**config.mk**
```make
export PLATFORM = sky130hd
export DESIGN_NAME = fsc_conf_counter
export DESIGN_NICKNAME = d
export VERILOG_FILES = /design/src/rtl/fsc_pkg.sv /design/src/rtl/fsc_judge.sv /design/src/rtl/fsc_level.sv /design/src/rtl/fsc_track.sv /design/src/rtl/fsc_conf_counter.sv
export SDC_FILE = /design/constraint.sdc
export NUM_CORES = 1
export LEC_CHECK = 0
export ABC_AREA = 1
export ABC_CLOCK_PERIOD_IN_PS = 1800
export BUFFER_PORTS_ARGS = -buffer_cell sky130_fd_sc_hd__buf_2
export CAP_MARGIN = 30
export CORE_AREA = 5 5 42 44
export DETAILED_ROUTE_END_ITERATION = 6
export DIE_AREA = 0 0 47 49
export GPL_ROUTABILITY_DRIVEN = 0
export GPL_TIMING_DRIVEN = 0
export SYNTH_ARGS = -nofsm -noshare
export SYNTH_HDL_FRONTEND = slang
export SYNTH_SLANG_ARGS = --single-unit
export TNS_END_PERCENT = 20
```
**constraint.sdc**
```tcl
create_clock -name clk -period 1.8 [get_ports clk]
set_input_delay 0 -clock clk [delete_from_list [all_inputs] [get_ports clk]]
set_output_delay 0 -clock clk [all_outputs]
set_load 0.01 [all_outputs]
```
**src/rtl/fsc_pkg.sv**
```systemverilog
package fsc_pkg;
  // Decision taken for the confidence level on one clock
  typedef enum logic [1:0] {
    ACT_HOLD = 2'd0,
    ACT_UP   = 2'd1,
    ACT_DOWN = 2'd2,
    ACT_LOSE = 2'd3
  } fsc_act_e;
endpackage

```
**src/rtl/fsc_judge.sv**
```systemverilog
module fsc_judge
  import fsc_pkg::*;
(
  input  logic     tracking,
  input  logic     eval_slot,
  input  logic     match,
  input  logic     mismatch,
  input  logic     at_floor,
  input  logic     at_ceil,
  output fsc_act_e act
);
  always_comb begin
    act = ACT_HOLD;
    if (tracking && eval_slot) begin
      if (at_floor)                act = ACT_LOSE;
      else if (mismatch)           act = ACT_DOWN;
      else if (match && !at_ceil)  act = ACT_UP;
      else                         act = ACT_HOLD;
    end
  end
endmodule

```
**src/rtl/fsc_level.sv**
```systemverilog
module fsc_level
  import fsc_pkg::*;
#(
  parameter int unsigned CEIL = 5,
  parameter int unsigned LW   = 3
) (
  input  logic          clk,
  input  logic          rst_n,
  input  fsc_act_e      act,
  input  logic          reload,
  output logic [LW-1:0] level,
  output logic          at_floor,
  output logic          at_ceil
);
  localparam logic [LW-1:0] TOP = LW'(CEIL);

  always_ff @(posedge clk or negedge rst_n) begin
    if (!rst_n) begin
      level <= TOP;
    end else if (reload) begin
      level <= TOP;
    end else begin
      unique case (act)
        ACT_UP:   level <= level + LW'(1);
        ACT_DOWN: level <= level - LW'(1);
        default:  level <= level;
      endcase
    end
  end

  assign at_floor = (level == '0);
  assign at_ceil  = (level >= TOP);
endmodule

```
**src/rtl/fsc_track.sv**
```systemverilog
module fsc_track
  import fsc_pkg::*;
(
  input  logic     clk,
  input  logic     rst_n,
  input  fsc_act_e act,
  input  logic     reload,
  output logic     sync_valid,
  output logic     lof
);
  always_ff @(posedge clk or negedge rst_n) begin
    if (!rst_n) begin
      sync_valid <= 1'b0;
      lof        <= 1'b0;
    end else if (reload) begin
      sync_valid <= 1'b1;
      lof        <= 1'b0;
    end else if (act == ACT_LOSE) begin
      sync_valid <= 1'b0;
      lof        <= 1'b1;
    end
  end
endmodule

```
**src/rtl/fsc_conf_counter.sv**
```systemverilog
module fsc_conf_counter
  import fsc_pkg::*;
#(
  parameter int unsigned CEIL = 5,
  localparam int unsigned LW = $clog2(CEIL + 1)
) (
  input  logic          clk,
  input  logic          rst_n,
  input  logic          eval_slot,
  input  logic          match,
  input  logic          mismatch,
  input  logic          acq_lock,
  output logic          sync_valid,
  output logic          lof,
  output logic          acq_release,
  output logic [LW-1:0] level
);
  fsc_act_e act;
  logic     at_floor;
  logic     at_ceil;
  logic     reload;

  assign reload = acq_lock & ~sync_valid;

  fsc_judge u_judge (
    .tracking (sync_valid),
    .eval_slot(eval_slot),
    .match    (match),
    .mismatch (mismatch),
    .at_floor (at_floor),
    .at_ceil  (at_ceil),
    .act      (act)
  );

  fsc_level #(.CEIL(CEIL), .LW(LW)) u_level (
    .clk     (clk),
    .rst_n   (rst_n),
    .act     (act),
    .reload  (reload),
    .level   (level),
    .at_floor(at_floor),
    .at_ceil (at_ceil)
  );

  fsc_track u_track (
    .clk       (clk),
    .rst_n     (rst_n),
    .act       (act),
    .reload    (reload),
    .sync_valid(sync_valid),
    .lof       (lof)
  );

  assign acq_release = ~sync_valid;
endmodule

```
==> impl_metrics.env <==
export IMPL_status="completed"
export IMPL_worst_path_dominant_cell_family="simple AND/OR/NAND/NOR gates"
export IMPL_drtIter0Drc=4
export IMPL_slowest_stage="dfrtp_2"
export IMPL_root_buffer="clkbuf_4"
export IMPL_path_clk_slew_ps=40
export IMPL_cpPeakStageDelay_ps=440
export IMPL_hpwl_um=576.6
export IMPL_area_growth_syn_to_layout_pct=33.91
export IMPL_cts_buffers_inserted=3
export IMPL_tightest_slew_ps=146.8
export IMPL_crit_path_cell_trace="nor2_4 -> nand2_4 -> nand3_2 -> inv_1 -> fa_2 -> xor2_2 -> nor2_1 -> nor2_1 -> nand3_1"
export IMPL_fmax_mhz=602.9
export IMPL_arrival_ps=1810
export IMPL_fin_crit_sh_pct=92.15
export IMPL_cp_start_kind="register"
export IMPL_slew_headroom_pct=90.11
export IMPL_worstHoldStart="acq_lock"
export IMPL_ir_drop_mv=0.8534
export IMPL_synth_top_area_share_pct=20.76
export IMPL_via_per_inst=4.064
export IMPL_drc=0
export IMPL_rrSetupSlack_ps=140
export IMPL_worst_path_max_fanout=5
export IMPL_skew_ps=1.354
export IMPL_antenna_found_initial=0
export IMPL_p_leak_nw=0.2711
export IMPL_cts_tree="built"
export IMPL_dr_total_vias=317
export IMPL_power_density_nw_per_um2=1777
export IMPL_grt_setup_unrepaired="false"
export IMPL_ios=12
export IMPL_min_to="u_track.sync_valid"
export IMPL_setup_violations_final=0
export IMPL_cp_buffers_inverters=1
export IMPL_diodes=0
export IMPL_grt_ovfl_total=0
export IMPL_synth_cell_types=16
export IMPL_h_tree_depth=1
export IMPL_layout_common_cells="nand2_1 (11), buf_2 (11), inv_1 (6)"
export IMPL_grt_pass1_wl_mm=1.207
export IMPL_die_area_um2=2303
export IMPL_die_h_um=49
export IMPL_synth_seq_cells=5
export IMPL_worstPathRequired_ps=1960
export IMPL_grt_use_total_pct=7.001
export IMPL_min_period_ps=1659
export IMPL_slew_violations=0
export IMPL_syn_inst=46
export IMPL_maxCapViolations=0
export IMPL_avgRoutedWirePerCell_um=9.000
export IMPL_fin_util_pct=34.55
export IMPL_reg2reg_from="u_level.level[1]"
export IMPL_synth_top_cell_by_area="dfrtp_1"
export IMPL_ys_seq_area_share_pct=35.29
export IMPL_cts_num_sinks=5
export IMPL_fin_setup_tns_ps=0
export IMPL_grt_max_degree=6
export IMPL_clockBufferDepth=2
export IMPL_reg2reg_depth=9
export IMPL_whs_path_depth=3
export IMPL_nFillCells=167
export IMPL_synth_top_cells_by_area="dfrtp_1 (21%), dfstp_2 (15%), nand2_1 (11%)"
export IMPL_numPortBuffers=11
export IMPL_die_w_um=47
export IMPL_synth_fp_nets=53
export IMPL_critPathKind="register to register"
export IMPL_core_um2=1401
export IMPL_start_util_pct=25.80
export IMPL_nets=70
export IMPL_syn_avg_cell_area_um2=7.861
export IMPL_first_pass_iters=4
export IMPL_reg2reg_to="u_level.level[2]"
export IMPL_hold_class="primary input to register"
export IMPL_synth_warnings=0
export IMPL_synth_area_um2=361.6
export IMPL_crit_top_cell="nor2_1"
export IMPL_drive_above_1_share_pct=50.00
export IMPL_drtAntennaViolNets=0
export IMPL_worstSkewPairLatency_ps=240
export IMPL_cts_setup_buffers=0
export IMPL_grt_pass1_vias=320
export IMPL_hold_violations=0
export IMPL_crit_path_end_kind="register"
export IMPL_rows=14
export IMPL_drt_wl_total_um=702
## kinds of logic (layout without fill, tap and decap cells)
logic type,count (synthesis),after routing,share of synthesized area (%)
buffers and inverters,7,23,7.265
xor gates and xnor gates,1,1,2.423
and+or+nand+nor,31,31,48.10
DFF,5,5,35.29
adders and majority gates,1,1,5.537
AOI/OAI and AO/OA,1,1,1.383
## layer usage
| metal | track usage, % | share of wire (%) | vias up |
|---|---|---|---|
| met1 | 9.800 | 49 | 137 |
| li1 | - | - | 170 |
| met4 | 5.530 | 0 | 0 |
| met5 | 0 | 0 | - |
| met3 | 1.107 | 7.5 | 0 |
| met2 | 9.050 | 43 | 10 |
## worst max path at each step
stage                startpoint          endpoint  slack (ps)  cells after the start
5_1_grt        u_level.level[1]  u_level.level[2]           4                      9
6_report       u_level.level[1]  u_level.level[2]         140                      9
3_3_place_gp   u_level.level[1]  u_level.level[2]          80                      9
3_5_place_dp   u_level.level[1]  u_level.level[2]          70                      9
2_1_floorplan  u_level.level[1]  u_level.level[2]         160                      9
4_1_cts        u_level.level[1]  u_level.level[2]          50                      9
## sequential cells by signal, indices dropped and copies added (netlist names)
name and count:
u_track.lof 1, u_level.level 3, u_track.sync_valid 1
## Yosys cell counts
master    n
nand3_2   2
xor2_1    1
nand4_1   1
dfstp_2   2
nand3_1   4
nand2_2   4
dfrtp_1   3
inv_1     6
inv_2     1
nor2_4    2
fa_1      1
nor2_2    2
o21ai_0   1
nand2_1  11
nor2_1    4
nand2_4   1
## final cells by class
cell class / count / area (um^2) / share of cell area, %
Clock buffer: 4 / 26.28 / 5.426
Inverter: 7 / 26.28 / 5.426
Multi-Input combinational cell: 34 / 217.7 / 44.96
Sequential cell: 5 / 128.9 / 26.62
Timing Repair Buffer: 12 / 65.06 / 13.44
Tap cell: 16 / 20.02 / 4.134
## where the power goes
group          switching [mW]  internal (mW)  total (mW)
registers              0.0757          0.190       0.266
clock network          0.0431         0.0836       0.127
logic                   0.275          0.193       0.468
total                   0.394          0.467       0.861
## worst min-delay path: cells and delay by family
family | cells | cell delay [ps]
AOI/OAI and AO/OA | 1 | 90
buffers and inverters | 1 | 80
and+or+nand+nor | 1 | 80
## what timing repair did
item	4_1_cts	5_1_grt
hold buffers	1	0
endpoints found under the hold margin	5	0
endpoints found under the setup margin	0	1
resized for setup	0	3
## stage by stage
stage | setup slack (ps) | area (um^2) | total power, mW | hold WS, ps | cells
6_report | 141.4 | 484.2 | 0.8605 | 56.37 | 78
5_1_grt | 4.318 | 484.2 | 0.9524 | 118.7 | 78
4_1_cts | 45.66 | 473.0 | 0.8544 | 55.46 | 78
3_5_place_dp | 69.61 | 436.7 | 0.7123 | -180.0 | 73
3_3_place_gp | 82.54 | 436.7 | 0.7036 | -180.3 | 73
2_1_floorplan | 157.6 | 361.6 | 0.5861 | -295.6 | 46
No activity file was read; power rests on OpenSTA's default activity.
